### src/rtl/pk_pkg.sv
package pk_pkg;

  localparam int PX_MAX  = 24;
  localparam int BUS_MAX = 16;
  localparam int CNT_W   = $clog2(PX_MAX + 1);

  typedef enum logic [1:0] {
    FMT_ONE_PER_PX   = 2'd0,
    FMT_TWO_PER_PX   = 2'd1,
    FMT_THREE_PER_PX = 2'd2,
    FMT_THREE_PER_PAIR = 2'd3
  } cyc_fmt_e;

  typedef struct packed {
    logic             legal;
    cyc_fmt_e         fmt;
    logic [CNT_W-1:0] pix_bits;
    logic [CNT_W-1:0] bus_bits;
    logic [CNT_W-1:0] half_bits;   // first-pixel share of the spliced cycle
    logic [1:0]       words_per_px;
  } fmt_cfg_t;

endpackage

### src/rtl/pk_fmt_decode.sv
module pk_fmt_decode
  import pk_pkg::*;
(
  input  logic [1:0] pix_sel,
  input  logic [1:0] bus_sel,
  output fmt_cfg_t   cfg
);

  logic [CNT_W-1:0] pb, bb;
  logic [CNT_W+1:0] p1, p2, b1, b2, b3;

  always_comb begin
    case (pix_sel)
      2'd0:    pb = CNT_W'(12);
      2'd1:    pb = CNT_W'(16);
      2'd2:    pb = CNT_W'(18);
      default: pb = CNT_W'(24);
    endcase
    case (bus_sel)
      2'd0:    bb = CNT_W'(8);
      2'd1:    bb = CNT_W'(9);
      2'd2:    bb = CNT_W'(12);
      default: bb = CNT_W'(16);
    endcase
  end

  assign p1 = {2'b00, pb};
  assign p2 = {1'b0, pb, 1'b0};
  assign b1 = {2'b00, bb};
  assign b2 = {1'b0, bb, 1'b0};
  assign b3 = b1 + b2;

  always_comb begin
    cfg.pix_bits     = pb;
    cfg.bus_bits     = bb;
    cfg.half_bits    = bb >> 1;
    cfg.legal        = 1'b1;
    cfg.fmt          = FMT_ONE_PER_PX;
    cfg.words_per_px = 2'd1;
    if (p1 == b1) begin
      cfg.fmt          = FMT_ONE_PER_PX;
      cfg.words_per_px = 2'd1;
    end else if (p1 == b2) begin
      cfg.fmt          = FMT_TWO_PER_PX;
      cfg.words_per_px = 2'd2;
    end else if (p1 == b3) begin
      cfg.fmt          = FMT_THREE_PER_PX;
      cfg.words_per_px = 2'd3;
    end else if (p2 == b3) begin
      cfg.fmt          = FMT_THREE_PER_PAIR;
      cfg.words_per_px = 2'd1;
    end else begin
      cfg.legal = 1'b0;
    end
  end

endmodule

### src/rtl/pk_align.sv
module pk_align
  import pk_pkg::*;
#(
  parameter int PX_W = PX_MAX
) (
  input  logic [PX_W-1:0]  raw_px,
  input  logic [CNT_W-1:0] px_bits,
  output logic [PX_W-1:0]  msb_px
);

  // Left-justify so the pixel MSB sits at bit PX_W-1; stray upper bits fall off.
  assign msb_px = raw_px << (CNT_W'(PX_W) - px_bits);

endmodule

### src/rtl/pk_seq.sv
module pk_seq
  import pk_pkg::*;
#(
  parameter int PX_W  = PX_MAX,
  parameter int BUS_W = BUS_MAX
) (
  input  logic             clk,
  input  logic             rst,
  input  logic             legal,
  input  logic             pair_fmt,
  input  logic [CNT_W-1:0] bus_bits,
  input  logic [CNT_W-1:0] half_bits,
  input  logic [1:0]       words_per_px,
  input  logic             px_valid,
  input  logic [PX_W-1:0]  px_msb,
  output logic             px_ready,
  output logic             wd_valid,
  input  logic             wd_ready,
  output logic [BUS_W-1:0] wd_data,
  output logic             wd_tag
);

  logic [PX_W-1:0]  sh_q, sh_n;
  logic [1:0]       left_q, left_n;
  logic             half_q, half_n;
  logic             vld_n;
  logic [BUS_W-1:0] data_n;
  logic [PX_W-1:0]  word;
  logic             free, take_px;

  function automatic logic [PX_W-1:0] take_top(input logic [PX_W-1:0] v,
                                               input logic [CNT_W-1:0] n);
    return v >> (CNT_W'(PX_W) - n);
  endfunction

  assign free     = !wd_valid || wd_ready;
  assign px_ready = legal && free && (left_q == 2'd0);
  assign take_px  = px_ready && px_valid;

  always_comb begin
    sh_n   = sh_q;
    left_n = left_q;
    half_n = half_q;
    vld_n  = wd_valid;
    word   = '0;
    data_n = wd_data;
    if (free) begin
      if (left_q != 2'd0) begin
        word   = take_top(sh_q, bus_bits);
        sh_n   = sh_q << bus_bits;
        left_n = left_q - 2'd1;
        vld_n  = 1'b1;
      end else if (take_px) begin
        vld_n = 1'b1;
        if (half_q) begin
          word   = (take_top(sh_q, half_bits) << half_bits) | take_top(px_msb, half_bits);
          sh_n   = px_msb << half_bits;
          left_n = 2'd1;
          half_n = 1'b0;
        end else begin
          word = take_top(px_msb, bus_bits);
          sh_n = px_msb << bus_bits;
          if (pair_fmt) begin
            left_n = 2'd0;
            half_n = 1'b1;
          end else begin
            left_n = words_per_px - 2'd1;
          end
        end
      end else begin
        vld_n = 1'b0;
      end
      if (vld_n) data_n = word[BUS_W-1:0];
    end
  end

  always_ff @(posedge clk) begin
    if (rst) begin
      sh_q     <= '0;
      left_q   <= '0;
      half_q   <= 1'b0;
      wd_valid <= 1'b0;
      wd_data  <= '0;
      wd_tag   <= 1'b0;
    end else begin
      sh_q     <= sh_n;
      left_q   <= left_n;
      half_q   <= half_n;
      wd_valid <= vld_n;
      wd_data  <= data_n;
      wd_tag   <= vld_n;
    end
  end

endmodule

### src/rtl/pix_bus_packer.sv
module pix_bus_packer
  import pk_pkg::*;
#(
  parameter int PX_W  = PX_MAX,
  parameter int BUS_W = BUS_MAX
) (
  input  logic             clk,
  input  logic             rst,
  input  logic [1:0]       cfg_pix_sel,
  input  logic [1:0]       cfg_bus_sel,
  input  logic             in_valid,
  output logic             in_ready,
  input  logic [PX_W-1:0]  in_pixel,
  output logic             out_valid,
  input  logic             out_ready,
  output logic [BUS_W-1:0] out_data,
  output logic             out_is_data
);

  fmt_cfg_t        cfg;
  logic [PX_W-1:0] px_msb;

  pk_fmt_decode u_dec (
    .pix_sel (cfg_pix_sel),
    .bus_sel (cfg_bus_sel),
    .cfg     (cfg)
  );

  pk_align #(.PX_W(PX_W)) u_align (
    .raw_px  (in_pixel),
    .px_bits (cfg.pix_bits),
    .msb_px  (px_msb)
  );

  pk_seq #(.PX_W(PX_W), .BUS_W(BUS_W)) u_seq (
    .clk          (clk),
    .rst          (rst),
    .legal        (cfg.legal),
    .pair_fmt     (cfg.fmt == FMT_THREE_PER_PAIR),
    .bus_bits     (cfg.bus_bits),
    .half_bits    (cfg.half_bits),
    .words_per_px (cfg.words_per_px),
    .px_valid     (in_valid),
    .px_msb       (px_msb),
    .px_ready     (in_ready),
    .wd_valid     (out_valid),
    .wd_ready     (out_ready),
    .wd_data      (out_data),
    .wd_tag       (out_is_data)
  );

endmodule

### config.mk
export PLATFORM = sky130hd
export DESIGN_NAME = pix_bus_packer
export DESIGN_NICKNAME = d
export VERILOG_FILES = /design/src/rtl/pk_pkg.sv /design/src/rtl/pk_fmt_decode.sv /design/src/rtl/pk_align.sv /design/src/rtl/pk_seq.sv /design/src/rtl/pix_bus_packer.sv
export SDC_FILE = /design/constraint.sdc
export NUM_CORES = 1
export LEC_CHECK = 0
export BUFFER_PORTS_ARGS = -buffer_cell sky130_fd_sc_hd__clkbuf_2
export CAP_MARGIN = 20
export CORE_AREA = 2 2 129 194
export CTS_BUF_LIST = sky130_fd_sc_hd__clkbuf_4
export DETAILED_ROUTE_END_ITERATION = 6
export DIE_AREA = 0 0 131 196
export GPL_TIMING_DRIVEN = 0
export SETUP_SLACK_MARGIN = 0.15
export SLEW_MARGIN = 20
export SYNTH_ARGS = -nofsm -noshare
export SYNTH_HDL_FRONTEND = slang
export SYNTH_SLANG_ARGS = --single-unit
### constraint.sdc
create_clock -name clk -period 8.91 [get_ports clk]
set_clock_uncertainty 0.2 [all_clocks]
set_input_delay 0.891 -clock clk [delete_from_list [all_inputs] [get_ports clk]]
set_output_delay 0.891 -clock clk [all_outputs]
set_load 0.1 [all_outputs]
* Word level (Yosys, flattened, before mapping)
Cells that the tools add are included.
** Word-level totals
- Flip-flop bits (word level) :: 44
- Bits in latches :: 0
- Bits in writable memories :: 0
- Bits in read-only memories :: 0
- Input port bits :: 32
- Output and inout port bits :: 19
- Memories kept :: 0
** Operators by class
- $add $sub $neg :: 6
- Multipliers :: 0
- Divide/modulo/power cells :: 0
- Order comparisons :: 0
- Eq/ne operators :: 9
- Shift-type cells :: 9
- Muxes and demuxes :: 28
- Bitwise gates (word level) :: 2
- Reductions and logical operators :: 13
** Operator list (number)
- 24-bit two-way mux :: 3
- 24-bit by 5-bit left shift with 24-bit output :: 3
- 24-bit by 5-bit >> shifter with 16-bit output :: 3
- 16-bit two-way mux :: 3
- 5-bit one-hot mux with 3 select lines :: 2
- 24-bit by 4-bit left shift with 16-bit output :: 1
- 24-bit by 4-bit left shift with 24-bit output :: 1
- 24-bit by 5-bit >> shifter with 24-bit output :: 1
- 2-bit two-way mux :: 11
- 16-bit bitwise OR :: 1
- 5-bit subtractor (first input constant) :: 2
- 1-bit two-way mux :: 9
- 5-bit by 6-bit adder with 7-bit output :: 1
- 5-bit by 7-bit equality test with 1-bit output :: 1
- 6-bit by 7-bit equality test with 1-bit output :: 1
- 2-bit equality test (second input constant) :: 3
- 5-bit by 6-bit equality test with 1-bit output :: 1
- 2-bit zero test :: 3
- 5-bit equality test :: 1
- 5-bit by 4-bit subtractor with 5-bit output (first input constant) :: 1
- 2-bit by 1-bit equality test with 1-bit output (second input constant) :: 2
- 2-bit AND reduction :: 2
- 2-bit nonzero test :: 2
- 2-bit by 1-bit subtractor with 2-bit output (second input constant) :: 2
- other kinds (5) :: 7

* Logic depth before layout (Yosys ltp)
- Depth in word-level cells :: 15
- Gate-level depth with buffers :: 19

* Hierarchy
From an unflattened synthesis, not the netlist that was laid out.
** Unflattened totals
- Cell total of the unflattened synthesis :: 1333
- Area, all modules :: 10961.8 µm²
** Modules (own cells, without submodules)
- pk_seq :: instances 1, cells each 1142, area an instance 9278.9 µm²
- pk_align :: instances 1, cells each 143, area an instance 1352.5 µm²
- pk_fmt_decode :: instances 1, cells each 47, area an instance 324.1 µm²
- pix_bus_packer :: instances 1, cells each 1, area an instance 6.3 µm²

* Worst setup path before layout
Ideal clock, no wire load.
- Kind :: input to output
- Start :: input port cfg_bus_sel[0]
- End :: output port in_ready
- Data arrival time :: 4.811 ns
- Data required time :: 7.819 ns
- Slack :: 3.008 ns
- Stages on the path :: 13
- Buffers on the path :: 5
- Cell sequence :: inv_1 > ha_1 > clkbuf_1 > buf_2 > clkinv_1 > clkbuf_1 > clkbuf_1 > ha_1 > clkbuf_1 > xor2_1 > nor4_1 > a2111oi_0 > nor2_1
** On the way
- Longest elaborated chain between the ends :: 10
- Elaborated cells on any way between the ends :: 15
- Those cells by class :: 1 x add/sub; 6 x eq/ne; 5 x mux; 3 x reduce/logical
** RTL lines
- start: declaration :: line pix_bus_packer.sv:10 : input logic [1:0] cfg_bus_sel,
- 2-bit equality test (tied with other cells) :: line pk_fmt_decode.sv:19 : case (bus_sel)
- 5-bit one-hot mux with 3 select lines (*) :: line pk_fmt_decode.sv:19
- 5-bit by 6-bit adder with 7-bit output :: line pk_fmt_decode.sv:31 : assign b3 = b1 + b2;
- 6-bit by 7-bit equality test with 1-bit output :: line pk_fmt_decode.sv:49 : end else if (p2 == b3) begin
- 1-bit two-way mux :: line pk_fmt_decode.sv:49
- 1-bit two-way mux :: line pk_fmt_decode.sv:46 : end else if (p1 == b3) begin
- 1-bit two-way mux :: line pk_fmt_decode.sv:43 : end else if (p1 == b2) begin
- 1-bit two-way mux (*) :: line pk_fmt_decode.sv:40 : if (p1 == b1) begin
- 1-bit logical AND (*) (2 in series) :: line pk_seq.sv:37 : assign px_ready = legal && free && (left_q == 2'd0);
- end: declaration :: line pix_bus_packer.sv:12 : output logic in_ready,
Mark *: on every way between the ends. The rest lies on a longest branch, timed or not.

* Final worst setup path
- Start :: input port cfg_bus_sel[0]
- End :: register u_seq.wd_data[15]
** On the way
- Longest elaborated chain between the ends :: 15
- Elaborated cells on any way between the ends :: 31
- Those cells by class :: 3 x add/sub; 6 x eq/ne; 5 x shift; 11 x mux; 1 x bitwise; 5 x reduce/logical
** RTL lines
- 2-bit equality test (tied with other cells) :: line pk_fmt_decode.sv:19
- 5-bit one-hot mux with 3 select lines (*) :: line pk_fmt_decode.sv:19
- parallel branches: the longest is 13 deep, another holds 5-bit by 4-bit subtractor with 5-bit output
- end signal: assignment :: line pk_seq.sv:90 : wd_data <= data_n;
- end: declaration :: line pk_seq.sv:19 : output logic [BUS_W-1:0] wd_data,
Mark *: on every way between the ends. The select of a mux whose other input is x is not followed.
A chain may end at the register's enable or synchronous reset.

==> flow_metrics.env <==
export IMPL_final_setup_violation_count=0
export IMPL_portion_of_total_power_attributed_to_sequential_cells_pct=20.0
export IMPL_synth_edf_count=0
export IMPL_post_cts_hold_buffers=0
export IMPL_drt_pass1_iter_count=6
export IMPL_count_of_vias_placed_by_the_detailed_router=10984
export IMPL_design_die_area_um2=25700
export IMPL_antenna_violations_before_repair=1
export IMPL_power_static_leakage_nw=3.24
export IMPL_timing_worst_setup_path_type="input port to flip-flop"
export IMPL_nets=1287
export IMPL_hold_path_cell_count=2
export IMPL_synth_ff_latch_count=44
export IMPL_yosys_top_cells_area="mux4_2, dfxtp_1, mux2i_1"
export IMPL_chipWidth_um=131
export IMPL_syn_num_nets=1229
export IMPL_critical_path_peak_fanout=10
export IMPL_cts_resized_gates=0
export IMPL_max_freq_mhz=133
export IMPL_synth_cells_most_frequent="nand2_1, nor2_1, clkbuf_1"
export IMPL_grt_first_pass_wirelength_um=68700
export IMPL_cts_reportedPaths_clkPinSlew_ps=180
export IMPL_run_status="completed"
export IMPL_antenna_left=0
export IMPL_syn_to_final_growth_pct=9.18
export IMPL_routed_wirelength_um=47600
export IMPL_setup_worst_path_end_class="flip-flop"
export IMPL_final_layout_size_suffix_gt1_share_pct=13.7
export IMPL_num_rows=70
export IMPL_synth_seq_area_share_pct=10.6
export IMPL_final_cell_count_no_fill=1568
export IMPL_syn_mean_instance_area_um2=7.01
export IMPL_placedCellCount=1558
export IMPL_fp_dieH_um=196
export IMPL_timing_max_transition_violations_final=0
export IMPL_regToRegEndpoint="u_seq.sh_q[23]"
export IMPL_switching_share_pct=57.9
export IMPL_clk_lat_worst_skew_ps=440
export IMPL_cell_internal_pwr_uw=522
export IMPL_hpwlAfterDp_um=36500
export IMPL_design_power_total_mw=1.24
export IMPL_grt_total_usage_pct=36.8
export IMPL_final_min_clock_period_ps=7510
export IMPL_power_share_combinational_pct=67.6
export IMPL_final_min_period_over_clock_period_pct=84.3
export IMPL_power_switching_uw=718
export IMPL_synth_top_area_share_pct=11.1
export IMPL_timing_reg2reg_worst_path_depth=9
export IMPL_cts_sink_count=44
export IMPL_maxCapViolations=0
export IMPL_io_pin_count=51
export IMPL_p_per_area_nw_per_um2=137
export IMPL_grt_pass1_vias=10569
export IMPL_cts_root_buf="clkbuf_4"
export IMPL_drc=0
export IMPL_yosys_cell_types_count=73
export IMPL_most_numerous_cell_in_the_yosys_netlist="nand2_1"
export IMPL_syn_instance_count=1183
export IMPL_reg2reg_setup_slack_ps=5310
export IMPL_cts_max_level=2
export IMPL_finalSetupTns_ps=0
export IMPL_critical_path_reg2reg_startpoint="u_seq.half_q"
export IMPL_tritoncts_clock_tree="done"
export IMPL_final_hold_violating_endpoints=0
export IMPL_gpl_final_weighted_congestion=1.08
export IMPL_synth_warn=0
export IMPL_post_synth_instance_area_um2=8290
export IMPL_hold_path_class="flip-flop to flip-flop"
export IMPL_timing_worst_slew_pin_value_ps=1200
export IMPL_wire_per_inst_um=30.4
export IMPL_final_core_util_pct=37.6
export IMPL_share_of_synthesized_flip_flops_with_an_asynchronous_set_or_reset_pct=0
export IMPL_io_buffers=50
export IMPL_worst_vdd_ir_v=0.0000717
export IMPL_globalRoute_totalOverflow=0
export IMPL_synth_area_leader_cell="mux4_2"
export IMPL_synth_ff_type="dfxtp_1"
export IMPL_cts_max_path_buffers=2
export IMPL_critical_path_startpoint_type="input port"
export IMPL_drt_first_iter_violations=1571
export IMPL_relSlewSlack_pct=19.6
export IMPL_start_util_pct=34.4
export IMPL_placeableCoreArea_um2=24100
export IMPL_largest_net_degree_at_the_start_of_global_routing=16
export IMPL_clock_power_share_pct=12.3
export IMPL_whs_endpoint="u_seq.wd_data[14]"
export IMPL_vias_per_cell=7.01
export IMPL_cts_setup_buffers=0
export IMPL_rsz0062_at_grt="no"
export IMPL_worstHoldStart="u_seq.wd_data[14]"
export IMPL_critical_path_required_ps=9020
export IMPL_worst_endpoint_arrival_ps=7630
export IMPL_cts_inserted_buffers=5
[placed cells by master, fill, tap and decap left out, drive strengths merged, types with 4 or more instances in the layout]
cell       n
a31oi     29
o31ai      6
o32ai     11
nand2b     4
buf       31
mux2      30
a221oi    12
a21o       4
o21a       4
nor2b      8
nor4      12
ha        14
o211ai    21
mux2i     73
o221ai     9
dfxtp     44
and2      10
a211oi    26
nand2    162
o21ai     93
a2111oi   10
nand3     36
a22oi     11
o22ai     13
a22o       4
a311oi     8
or2        5
inv       22
a32oi      6
nor3      31
and3      16
clkbuf   156
a211o      4
o2bb2ai    5
mux4      41
xnor2      6
nor2     121
a21oi     83
o2111ai    7
xor2       8
[area by class of cell]
cell class,count,area (um^2)
diodes,2,5.00
plain buffers,131,549
clock buffers,5,37.5
clock inverters,3,46.3
fillers,2659,15000
inverters,23,86.3
multi-input cells,985,6790
flip-flops and latches,44,881
well taps,324,405
repair buffers,51,255
[state kept, by name, indices dropped and copies added, names as in the netlist]
name and cells:
u_seq.wd_valid 1, u_seq.left_q 2, u_seq.half_q 1, u_seq.sh_q 24, u_seq.wd_data 16
[routing by layer]
layer  global-route usage, %  routed length (um)  vias up
met5                       0                   0        -
met4                    33.4                5440        0
met3                    6.38                4650      333
met2                    57.6               21400      953
met1                    41.9               16100     5089
li1                        -                   -     4609
[worst max-delay path by stage]
stage | end | slack (ps) | startpoint | cells past startpoint
after CTS | u_seq.wd_data[14] | 1840 | cfg_bus_sel[0] | 18
after floorplan | in_ready | 3010 | cfg_bus_sel[0] | 13
after detailed placement | u_seq.wd_data[3] | 1390 | cfg_bus_sel[0] | 19
final | u_seq.wd_data[15] | 1400 | cfg_bus_sel[0] | 18
after global placement | u_seq.wd_data[2] | 1400 | cfg_bus_sel[0] | 18
after global routing | u_seq.wd_data[15] | 1240 | cfg_bus_sel[0] | 18
[cell families (layout without fill, tap and decap cells)]
group	Yosys count	count (layout)	synth area share, %
simple gates	421	421	22.5
buf+inv	154	213	7.67
compound gates	392	392	31.6
xor+xnor	14	14	1.48
flops	44	44	10.6
fa+ha+maj	14	14	2.11
other cells	0	2	0
mux	144	144	24.0
[critical path, stage by stage]
cell	delay [ps]
clkbuf_2	130
inv_1	120
ha_1	210
clkbuf_1	510
buf_2	450
clkinv_1	460
clkbuf_1	440
clkbuf_1	450
ha_1	420
clkbuf_1	470
clkbuf_1	690
buf_1	580
clkbuf_1	420
nand2_1	80
o21ai_0	200
mux2i_1	210
a221oi_1	710
o32ai_1	170
[power by group through the flow]
stage	registers (mW)	clock network [mW]	logic [mW]
2_1_floorplan	0.300	0	0.478
3_3_place_gp	0.250	0	0.793
3_5_place_dp	0.250	0	0.791
4_1_cts	0.246	0.151	0.795
5_1_grt	0.248	0.156	0.865
6_report	0.248	0.153	0.839
[metrics by stage]
| stage | setup slack (ps) | hold WS (ps) | area, um^2 |
|---|---|---|---|
| after floorplan | 3010 | 276 | 8290 |
| after global placement | 1400 | 284 | 8950 |
| after detailed placement | 1390 | 294 | 8960 |
| after CTS | 1840 | 314 | 9040 |
| after global routing | 1240 | 351 | 9050 |
| final | 1400 | 310 | 9050 |
Power figures use the tool's default switching activity.
